File: src/rtl/cal_rtc_pkg.sv
package cal_rtc_pkg;

  // Packed time word, most significant field first; seconds occupy the LSBs.
  typedef struct packed {
    logic [3:0] mon;
    logic [4:0] day;
    logic [2:0] wday;
    logic [4:0] hr;
    logic [5:0] min;
    logic [5:0] sec;
  } cal_time_t;

  localparam int TIME_W  = $bits(cal_time_t);
  localparam int WORD_W  = 32;
  localparam int SEL_W   = 3;

  localparam logic [5:0] SEC_MAX  = 6'd59;
  localparam logic [5:0] MIN_MAX  = 6'd59;
  localparam logic [4:0] HR_MAX   = 5'd23;
  localparam logic [2:0] WDAY_MAX = 3'd7;
  localparam logic [3:0] MON_MAX  = 4'd12;

  typedef enum logic [SEL_W-1:0] {
    SEL_TIME_LOAD  = 3'd0,
    SEL_TIME_MATCH = 3'd1,
    SEL_YEAR_STAGE = 3'd2,
    SEL_YEAR_MATCH = 3'd3,
    SEL_ALARM_CLR  = 3'd4
  } wr_sel_e;

endpackage

File: src/rtl/cal_month_len.sv
module cal_month_len (
  input  logic [3:0]  mon,
  input  logic [15:0] year_bcd,
  output logic [4:0]  last_day
);

  // A two-digit BCD value 10*t+u is divisible by 4 exactly when 2*t+u is.
  function automatic logic pair_div4(input logic [7:0] pair);
    logic [4:0] s;
    s = {pair[7:4], 1'b0} + {1'b0, pair[3:0]};
    return s[1:0] == 2'b00;
  endfunction

  logic leap;

  always_comb begin
    if (year_bcd[7:0] != 8'h00) leap = pair_div4(year_bcd[7:0]);
    else                        leap = pair_div4(year_bcd[15:8]);
  end

  always_comb begin
    case (mon)
      4'd2:                      last_day = leap ? 5'd29 : 5'd28;
      4'd4, 4'd6, 4'd9, 4'd11:   last_day = 5'd30;
      default:                   last_day = 5'd31;
    endcase
  end

endmodule

File: src/rtl/cal_bcd_inc.sv
module cal_bcd_inc #(
  parameter int NDIG = 4
) (
  input  logic [4*NDIG-1:0] d,
  input  logic              inc,
  output logic [4*NDIG-1:0] q
);

  logic [NDIG-1:0] cy;
  assign cy[0] = inc;

  for (genvar i = 0; i < NDIG; i++) begin : g_dig
    logic [3:0] dv;
    logic       top;
    assign dv  = d[4*i +: 4];
    assign top = (dv >= 4'd9);
    assign q[4*i +: 4] = cy[i] ? (top ? 4'd0 : dv + 4'd1) : dv;
    if (i < NDIG-1) begin : g_cy
      assign cy[i+1] = cy[i] && top;
    end
  end

endmodule

File: src/rtl/cal_advance.sv
module cal_advance
  import cal_rtc_pkg::*;
#(
  parameter int YEAR_DIGITS = 4
) (
  input  cal_time_t              cur,
  input  logic [4*YEAR_DIGITS-1:0] year,
  output cal_time_t              nxt,
  output logic [4*YEAR_DIGITS-1:0] nxt_year
);

  logic [4:0] last_day;
  logic c_min, c_hr, c_day, c_mon, c_yr;

  cal_month_len u_len (
    .mon      (cur.mon),
    .year_bcd (year[15:0]),
    .last_day (last_day)
  );

  assign c_min = (cur.sec >= SEC_MAX);
  assign c_hr  = c_min && (cur.min >= MIN_MAX);
  assign c_day = c_hr  && (cur.hr  >= HR_MAX);
  assign c_mon = c_day && (cur.day >= last_day);
  assign c_yr  = c_mon && (cur.mon >= MON_MAX);

  always_comb begin
    nxt.sec  = c_min ? 6'd0 : cur.sec + 6'd1;
    nxt.min  = c_min ? (c_hr ? 6'd0 : cur.min + 6'd1) : cur.min;
    nxt.hr   = c_hr  ? (c_day ? 5'd0 : cur.hr + 5'd1) : cur.hr;
    nxt.wday = c_day ? ((cur.wday >= WDAY_MAX) ? 3'd1 : cur.wday + 3'd1) : cur.wday;
    nxt.day  = c_day ? (c_mon ? 5'd1 : cur.day + 5'd1) : cur.day;
    nxt.mon  = c_mon ? (c_yr ? 4'd1 : cur.mon + 4'd1) : cur.mon;
  end

  cal_bcd_inc #(.NDIG(YEAR_DIGITS)) u_year (
    .d   (year),
    .inc (c_yr),
    .q   (nxt_year)
  );

endmodule

File: src/rtl/cal_rtc.sv
module cal_rtc
  import cal_rtc_pkg::*;
#(
  parameter int                   YEAR_DIGITS = 4,
  parameter logic [TIME_W-1:0]    RESET_TIME  = 29'h0212_0000,
  parameter logic [4*YEAR_DIGITS-1:0] RESET_YEAR = 16'h2000
) (
  input  logic                     clk,
  input  logic                     rst,
  input  logic                     sec_tick,
  input  logic                     wr_en,
  input  logic [SEL_W-1:0]         wr_sel,
  input  logic [WORD_W-1:0]        wr_data,
  output logic [WORD_W-1:0]        time_q,
  output logic [4*YEAR_DIGITS-1:0] year_q,
  output logic                     alarm_q
);

  localparam int YEAR_W = 4 * YEAR_DIGITS;

  cal_time_t         cur, m_time, nxt;
  logic [YEAR_W-1:0] year_r, year_stage, m_year, nxt_year;
  logic              eq, eq_d, hit, alarm_r;
  logic              ld_time, ld_mtime, ld_ystage, ld_myear, clr;
  logic              unused_hi;

  assign unused_hi = ^wr_data[WORD_W-1:TIME_W];

  assign ld_time   = wr_en && (wr_sel == SEL_TIME_LOAD);
  assign ld_mtime  = wr_en && (wr_sel == SEL_TIME_MATCH);
  assign ld_ystage = wr_en && (wr_sel == SEL_YEAR_STAGE);
  assign ld_myear  = wr_en && (wr_sel == SEL_YEAR_MATCH);
  assign clr       = wr_en && (wr_sel == SEL_ALARM_CLR);

  cal_advance #(.YEAR_DIGITS(YEAR_DIGITS)) u_adv (
    .cur      (cur),
    .year     (year_r),
    .nxt      (nxt),
    .nxt_year (nxt_year)
  );

  // Running counters: load takes priority over the second strobe.
  always_ff @(posedge clk) begin
    if (rst) begin
      cur    <= cal_time_t'(RESET_TIME);
      year_r <= RESET_YEAR;
    end else if (ld_time) begin
      cur    <= cal_time_t'(wr_data[TIME_W-1:0]);
      year_r <= year_stage;
    end else if (sec_tick) begin
      cur    <= nxt;
      year_r <= nxt_year;
    end
  end

  // Staging and match registers.
  always_ff @(posedge clk) begin
    if (rst) begin
      year_stage <= RESET_YEAR;
      m_time     <= '0;
      m_year     <= '0;
    end else begin
      if (ld_ystage) year_stage <= wr_data[YEAR_W-1:0];
      if (ld_mtime)  m_time     <= cal_time_t'(wr_data[TIME_W-1:0]);
      if (ld_myear)  m_year     <= wr_data[YEAR_W-1:0];
    end
  end

  // Alarm: raised on the first cycle of equality, held until cleared.
  assign eq  = (cur == m_time) && (year_r == m_year);
  assign hit = eq && !eq_d;

  always_ff @(posedge clk) begin
    if (rst) begin
      eq_d    <= 1'b0;
      alarm_r <= 1'b0;
    end else begin
      eq_d    <= eq;
      alarm_r <= hit || (alarm_r && !clr);
    end
  end

  assign time_q  = {{(WORD_W-TIME_W){1'b0}}, cur};
  assign year_q  = year_r;
  assign alarm_q = alarm_r;


  sec_step_chk: assert property (@(posedge clk) disable iff (rst)
    (sec_tick && !ld_time && cur.sec < SEC_MAX) |=> (cur.sec == $past(cur.sec) + 6'd1));


  year_hold_chk: assert property (@(posedge clk) disable iff (rst)
    (!ld_time && !sec_tick) |=> $stable(year_r));


  load_commit_chk: assert property (@(posedge clk) disable iff (rst)
    ld_time |=> (time_q[TIME_W-1:0] == $past(wr_data[TIME_W-1:0])));


  alarm_set_chk: assert property (@(posedge clk) disable iff (rst)
    hit |=> alarm_q);


  alarm_clr_chk: assert property (@(posedge clk) disable iff (rst)
    (clr && !hit) |=> !alarm_q);


  alarm_hold_chk: assert property (@(posedge clk) disable iff (rst)
    (alarm_q && !clr) |=> alarm_q);

endmodule

File: config.mk
export PLATFORM = sky130hd
export DESIGN_NAME = cal_rtc
export DESIGN_NICKNAME = d
export VERILOG_FILES = /design/src/rtl/cal_rtc_pkg.sv /design/src/rtl/cal_month_len.sv /design/src/rtl/cal_bcd_inc.sv /design/src/rtl/cal_advance.sv /design/src/rtl/cal_rtc.sv
export SDC_FILE = /design/constraint.sdc
export NUM_CORES = 1
export LEC_CHECK = 0
export BUFFER_PORTS_ARGS = -buffer_cell sky130_fd_sc_hd__buf_2
export CAP_MARGIN = 20
export CORE_MARGIN = 2
export CORE_UTILIZATION = 60
export CTS_BUF_LIST = sky130_fd_sc_hd__clkbuf_16
export DETAILED_ROUTE_END_ITERATION = 8
export MAX_ROUTING_LAYER = met4
export PLACE_DENSITY = 0.83
export SLEW_MARGIN = 20
export SYNTH_ARGS = -nofsm -noshare
export SYNTH_HDL_FRONTEND = slang
export SYNTH_SLANG_ARGS = --single-unit
File: constraint.sdc
create_clock -name clk -period 7.8 [get_ports clk]
set_input_delay 0.39 -clock clk [delete_from_list [all_inputs] [get_ports clk]]
set_output_delay 0.39 -clock clk [all_outputs]
set_load 0.05 [all_outputs]
==> results of run 1 <==
registers in the layout, indices dropped and copies added (netlist names):
register and flops:
m_time 29, year_q 16, year_stage 16, eq_d 1, alarm_q 1, m_year 16, time_q 29
kinds of logic after synthesis:
logic type / share of synthesized area [%]
other: 0.0649
and+or+nand+nor: 25.4
adders and majority gates: 5.41
buffers and inverters: 4.67
muxes: 0.866
AOI/OAI and AO/OA: 19.1
DFF: 37.4
xor gates and xnor gates: 7.12
cell usage after synthesis (all sizes together) (5+ instances only):
| library cell | instances | share of area, % |
|---|---|---|
| ha | 25 | 5.4 |
| nand2 | 165 | 11 |
| a311oi | 12 | 1.9 |
| dfxtp | 108 | 37 |
| a21oi | 85 | 7.4 |
| o211ai | 8 | 1.0 |
| and3 | 9 | 0.97 |
| nand2b | 6 | 0.65 |
| a31oi | 7 | 0.76 |
| buf | 8 | 0.84 |
| nor2 | 48 | 3.1 |
| nor3 | 15 | 1.3 |
| a211oi | 12 | 1.6 |
| or4 | 6 | 0.78 |
| xnor2 | 6 | 0.91 |
| inv | 17 | 1.1 |
| nand3 | 20 | 1.7 |
| o21ai | 26 | 2.3 |
| clkbuf | 40 | 2.6 |
| nor4 | 15 | 2.3 |
| xor2 | 41 | 6.2 |
| mux2i | 5 | 0.87 |
worst max path at each step:
stage	to	slack, ns	from
final	year_q[2]	4.09	year_q[2]
after global routing	year_q[12]	3.78	year_q[2]
after CTS	year_q[15]	4.10	year_q[2]
after floorplan	year_q[15]	4.25	year_q[3]
after global placement	year_q[15]	4.17	year_q[2]
after detailed placement	year_q[15]	4.10	year_q[2]
metrics by stage:
step | hold WS [ns] | util, % | cell area [µm²] | cells
3_3_place_gp | 0.441 | 66.8 | 6200 | 909
6_report | 0.282 | 69.7 | 6470 | 925
3_5_place_dp | 0.445 | 66.8 | 6200 | 909
4_1_cts | 0.282 | 69.7 | 6470 | 925
2_1_floorplan | 0.432 | - | 5790 | 742
5_1_grt | 0.302 | 69.7 | 6470 | 925
power groups by stage:
stage	Sequential [mW]	Combinational [mW]	Clock, mW
2_1_floorplan	0.621	0.0745	0
3_3_place_gp	0.599	0.139	0
3_5_place_dp	0.600	0.142	0
4_1_cts	0.587	0.143	0.431
5_1_grt	0.590	0.158	0.451
6_report	0.588	0.145	0.429
placed cells by master, fill, tap and decap left out, types with 3 or more instances in the layout:
cell type	instances
nand4b_1	3
o211ai_1	8
buf_4	5
a21oi_1	85
a211oi_1	12
inv_1	18
mux2i_1	5
xor2_1	41
nor3_1	15
nand3_1	20
o311ai_0	4
xnor2_1	6
dfxtp_1	108
nor2b_1	4
o21ai_0	26
and3_1	9
a31oi_1	7
nand4_1	4
ha_1	25
or3_1	4
nand2_1	164
a311oi_1	11
conb_1	3
or4_1	6
nor2_1	47
buf_2	81
clkbuf_16	9
nand2b_1	6
nor4_1	12
routing by layer:
metal  wire length (µm)  track usage [%]
met5                  0                -
met4                380             11.9
met3               1060             4.92
met2               7930             54.1
met1               6620             39.8
worst max-delay path: cells and delay by family, from the launching register on:
family | cells | cell delay [ns]
flip-flops | 1 | 0.39
AND/OR/NAND/NOR | 4 | 1.61
adder cells (fa/ha/maj) | 1 | 0.29
AO/OA/AOI/OAI | 7 | 1.30
final cells by class:
class / instances / area [µm²]
sequential: 108 / 2160
clock inverter: 7 / 50.0
fill: 773 / 2810
multi-input combinational: 567 / 3360
inverter: 19 / 71.3
clock buffer: 9 / 225
tap: 129 / 161
timing repair buffer: 86 / 443
==> run_results.csv, run 1 <==
group,metric,value,unit
run_status,outcome,"completed",
global_route,grt_pass1_vias,5195,
sta,grt_setup_unrepaired,"false",
die,ioPinCount,88,
sta,finClkSkew,0.0113,ns
die,start_util,62.3,%
min_path,min_to,"time_q[25]",
clock_network,cts_hold_buf,0,
clock_network,post_cts_resized,0,
die,core_region_area,9280,µm²
drt,routed_via_density,6.02,
clock_network,post_cts_buffers,0,
synthesis,synth_edf_count,0,
power_and_ir_drop,p_int,0.828,mW
worst_setup_path,start_kind,"register",
drt,drt_pass1_iterations,5,
die,die_height,102,µm
clock_network,clock_latency,0.35,ns
min_path,min_path_type,"input pin to register",
sta,relSlewSlack,27.8,%
layout,nets,855,
worst_setup_path,cp_max_fo,7,
power_and_ir_drop,leakage,2.74,nW
sta,final-setup-viol-count,0,
power_and_ir_drop,p_sw_share,28.7,%
sta,fin_crit_sh,47.5,%
clock_network,htreeDepth,3,
synthesis,ys_ff_latch,108,
global_route,grt_start_max_net_pins,103,
drt,drc,0,
drt,wl_per_cell,17.3,µm
worst_setup_path,reg2reg_to,"year_q[2]",
worst_setup_path,end_kind,"register",
min_path,holdPathStages,3,
synthesis,synth-async-reset-ratio,0,%
place,place_ws,4.10,ns
global_route,gr-total-overflow,0,
clock_network,cts_buffer_depth,2,
sta,max_freq,270,MHz
global_route,grtUsageTotal,32.4,%
layout,areaGrowthSynthToFinish,12.0,%
place,portBuffers,81,
place,hpwlAfterDp,11200,µm
die,die_area,10400,µm²
power_and_ir_drop,switchingPower,0.334,mW
job,cap_violations,0,
clock_network,cts_root_buf,"clkbuf_16",
worst_setup_path,crit_slowest_cell,"or4_1",
power_and_ir_drop,combinationalPowerShare,12.5,%
die,rows,35,
synthesis,avgSynthCellArea,7.81,µm²
worst_setup_path,r2r_start,"year_q[2]",
synthesis,netlist-cell-type-count,62,
worst_setup_path,r2r_cells,12,
sta,tns,0,ns
power_and_ir_drop,powerDensity,179,nW/µm²
power_and_ir_drop,pwr-share-seq,50.6,%
global_route,antenna_found_initial,0,
synthesis,syn_area,5780,µm²
power_and_ir_drop,power,1.16,mW
drt,final_antenna_net_count,0,
worst_setup_path,rrSetupSlack,4.09,ns
power_and_ir_drop,irDropWorstVdd,0.000114,V
die,die_w,102,µm
place,place_congestion,0.917,
sta,tightest_slew,1.08,ns
drt,vias,5566,
sta,timing_hold_violations_final,0,
clock_network,cts_tree,"yes",
worst_setup_path,critical_path.most_common_cell,"a21oi_1",
layout,drive_gt1_share,14.2,%
power_and_ir_drop,pwr-share-clk,36.9,%
clock_network,clk_pin_slew,0.07,ns
worst_setup_path,cp.required,8.03,ns
worst_setup_path,crit_arrival,3.94,ns
worst_setup_path,crit_chain,"or4_1 > o211ai_1 > o311ai_0 > a21oi_1 > a21oi_1 > ha_1 > nand2b_1 > a21oi_1 > or2_0 > nor3_1 > o21ai_0 > a32o_1",
synthesis,synth_warnings,0,
sta,fin_ws,4.09,ns
worst_setup_path,cp_slowest_stage_delay,0.56,ns
synthesis,netlist_instances,740,
clock_network,cts_sinks,108,
synthesis,synth_ff_type,"dfxtp_1",
sta,period_minus_slack,3.71,ns
clock_network,cts_buffers,9,
global_route,grt_pass1_wl,25700,µm
synthesis,ys_seq_area_share,37.4,%
drt,wl,16000,µm
worst_setup_path,worstSetupPathType,"register to register",
drt,drt_first_iter_violations,366,
layout,antenna_cells,0,
min_path,hold_start,"wr_data[25]",
sta,maxSlewViolCount,0,
No activity file was read; power rests on OpenSTA's default activity.
==> run 2, diff against run 1 <==
CORE_UTILIZATION = 57   (was 60)
PLACE_DENSITY = 0.79   (was 0.83)
clock period = 3.7 ns   (was 7.8 ns; I/O delays follow)
==> run 2 against run 1 <==
Compared with the run above:
- sequential power up 110%
- global-route usage down 1.1 points
- cell count up 1.2%
- first-iteration DRC count up 15%
- sequential share of layout area down 0.43 points
- routed wire length up 4.4%
- die area up 5.1%
- sequential cell count unchanged
- via count up 1.9%
- cell area up 1.3%
- total power up 120%
- clock power up 130%
- largest cell class unchanged
- highest routed layer unchanged
==> run_results.csv, run 2 (same netlist as run 1, synthesis figures left out) <==
group,metric,value,unit
sta,fin_ws,0.268,ns
worst_setup_path,rrSetupSlack,0.27,ns
global_route,grt_pass1_wl,26700,µm
sta,tightest_slew,1.07,ns
worst_setup_path,r2r_cells,13,
worst_setup_path,cp.required,3.95,ns
place,hpwlAfterDp,11500,µm
clock_network,post_cts_resized,0,
clock_network,clk_pin_slew,0.07,ns
worst_setup_path,cp_slowest_stage_delay,0.54,ns
worst_setup_path,crit_chain,"or4_1 > o211ai_1 > o311ai_0 > a21oi_1 > a21oi_1 > ha_1 > nand2b_1 > a21oi_1 > buf_4 > or2_0 > nor3_1 > o21ai_0 > a32o_1",
place,portBuffers,81,
clock_network,clock_latency,0.36,ns
worst_setup_path,critical_path.most_common_cell,"a21oi_1",
global_route,grtUsageTotal,31.3,%
run_status,outcome,"completed",
drt,drc,0,
drt,wl,16700,µm
place,place_congestion,0.898,
worst_setup_path,cpLargestDelayFamily,"simple AND/OR/NAND/NOR gates",
clock_network,cts_root_buf,"clkbuf_16",
global_route,grt_pass1_vias,5334,
clock_network,cts_tree,"yes",
sta,final-setup-viol-count,0,
min_path,holdPathStages,3,
sta,tns,0,ns
worst_setup_path,crit_buf_inv,1,
sta,grt_setup_unrepaired,"false",
die,die_area,11000,µm²
power_and_ir_drop,powerDensity,387,nW/µm²
layout,antenna_cells,0,
clock_network,cts_hold_buf,0,
sta,maxSlewViolCount,0,
job,cap_violations,0,
die,start_util,58.9,%
clock_network,post_cts_buffers,0,
worst_setup_path,startpoint,"year_q[2]",
worst_setup_path,r2r_start,"year_q[2]",
die,core_region_area,9820,µm²
layout,fill_cells,852,
die,die_height,105,µm
layout,areaGrowthSynthToFinish,13.5,%
sta,relSlewSlack,28.9,%
die,die_w,105,µm
die,rows,36,
power_and_ir_drop,irDropWorstVdd,0.000216,V
clock_network,cts_buffers,9,
place,place_ws,0.304,ns
layout,final_common_cell,"nand2_1",
global_route,grt_start_max_net_pins,101,
min_path,min_to,"time_q[25]",
sta,finClkSkew,0.00649,ns
worst_setup_path,end_kind,"register",
drt,routed_via_density,6.06,
min_path,min_path_type,"input pin to register",
min_path,hold_start,"wr_data[25]",
sta,max_freq,291,MHz
worst_setup_path,cp_max_fo,5,
drt,drt_pass1_iterations,5,
layout,multi_input_area,3360,µm²
sta,period_minus_slack,3.43,ns
drt,drt_first_iter_violations,422,
clock_network,cts_sinks,108,
layout,nets,862,
drt,wl_per_cell,17.8,µm
global_route,antenna_found_initial,0,
worst_setup_path,crit_arrival,3.68,ns
clock_network,cts_buffer_depth,2,
sta,timing_hold_violations_final,0,
clock_network,htreeDepth,3,
worst_setup_path,crit_slowest_cell,"or4_1",
worst_setup_path,reg2reg_to,"year_q[2]",
power_and_ir_drop,leakage,2.78,nW
global_route,gr-total-overflow,0,
sta,fin_crit_sh,92.8,%
drt,final_antenna_net_count,0,
layout,final_cell_mix,"nand2_1 (164), dfxtp_1 (108), a21oi_1 (85)",
layout,drive_gt1_share,15.1,%
worst_setup_path,worstSetupPathType,"register to register",
layout,regArea,2160,µm²
drt,vias,5671,
worst_setup_path,start_kind,"register",
die,ioPinCount,88,
run 2: changes by cell type in the layout (fill, tap and decap cells not counted), sizes merged:
cell      delta
buf          +7
clkinv       +2
bufinv       +1
inv          -2
clkinvlp     -1
run 2: worst max-delay path by stage:
stage / depth (start not counted) / endpoint / slack (ns)
3_5_place_dp: 13 / year_q[2] / 0.30
4_1_cts: 13 / year_q[2] / 0.28
3_3_place_gp: 13 / year_q[2] / 0.36
5_1_grt: 13 / year_q[2] / 0.01
6_report: 13 / year_q[2] / 0.27
2_1_floorplan: 13 / year_q[15] / 0.15
run 2: power breakdown:
group,switching [mW],leakage (nW),total (mW),internal (mW)
Clock,0.459,0.144,0.988,0.529
Combinational,0.218,1.76,0.313,0.0946
Sequential,0.0448,0.876,1.24,1.19
run 2: routing by layer:
layer	global-route usage (%)	vias up	share of wire, %
met1	38.7	2650	40
met2	50.8	276	49
li1	-	2696	-
met3	3.68	49	7.8
met4	15.3	0	3.5
met5	-	-	0
run 2: per-stage QoR:
| step | utilization [%] | hold slack, ns | area (µm²) | instances | power [mW] |
|---|---|---|---|---|---|
| 2_1_floorplan | - | 0.306 | 5790 | 742 | 1.47 |
| 4_1_cts | 66.8 | 0.0482 | 6560 | 936 | 2.54 |
| 3_3_place_gp | 63.7 | 0.412 | 6250 | 920 | 1.56 |
| 6_report | 66.8 | 0.0473 | 6560 | 936 | 2.54 |
| 3_5_place_dp | 63.7 | 0.414 | 6260 | 920 | 1.57 |
| 5_1_grt | 66.8 | 0.0680 | 6560 | 936 | 2.61 |
run 2: layout make-up:
cell class | instances | share of cell area (%)
multi-input cells | 567 | 51.3
flip-flops and latches | 108 | 33.0
repair buffers | 93 | 7.55
clock buffers | 9 | 3.43
well taps | 133 | 2.54
clock inverters | 7 | 1.16
inverters | 19 | 1.09
run 2: tightest hold or removal path, cell delays in order:
cell and delay, ns:
buf_2 0.09, a21oi_1 0.05, nand2_1 0.05
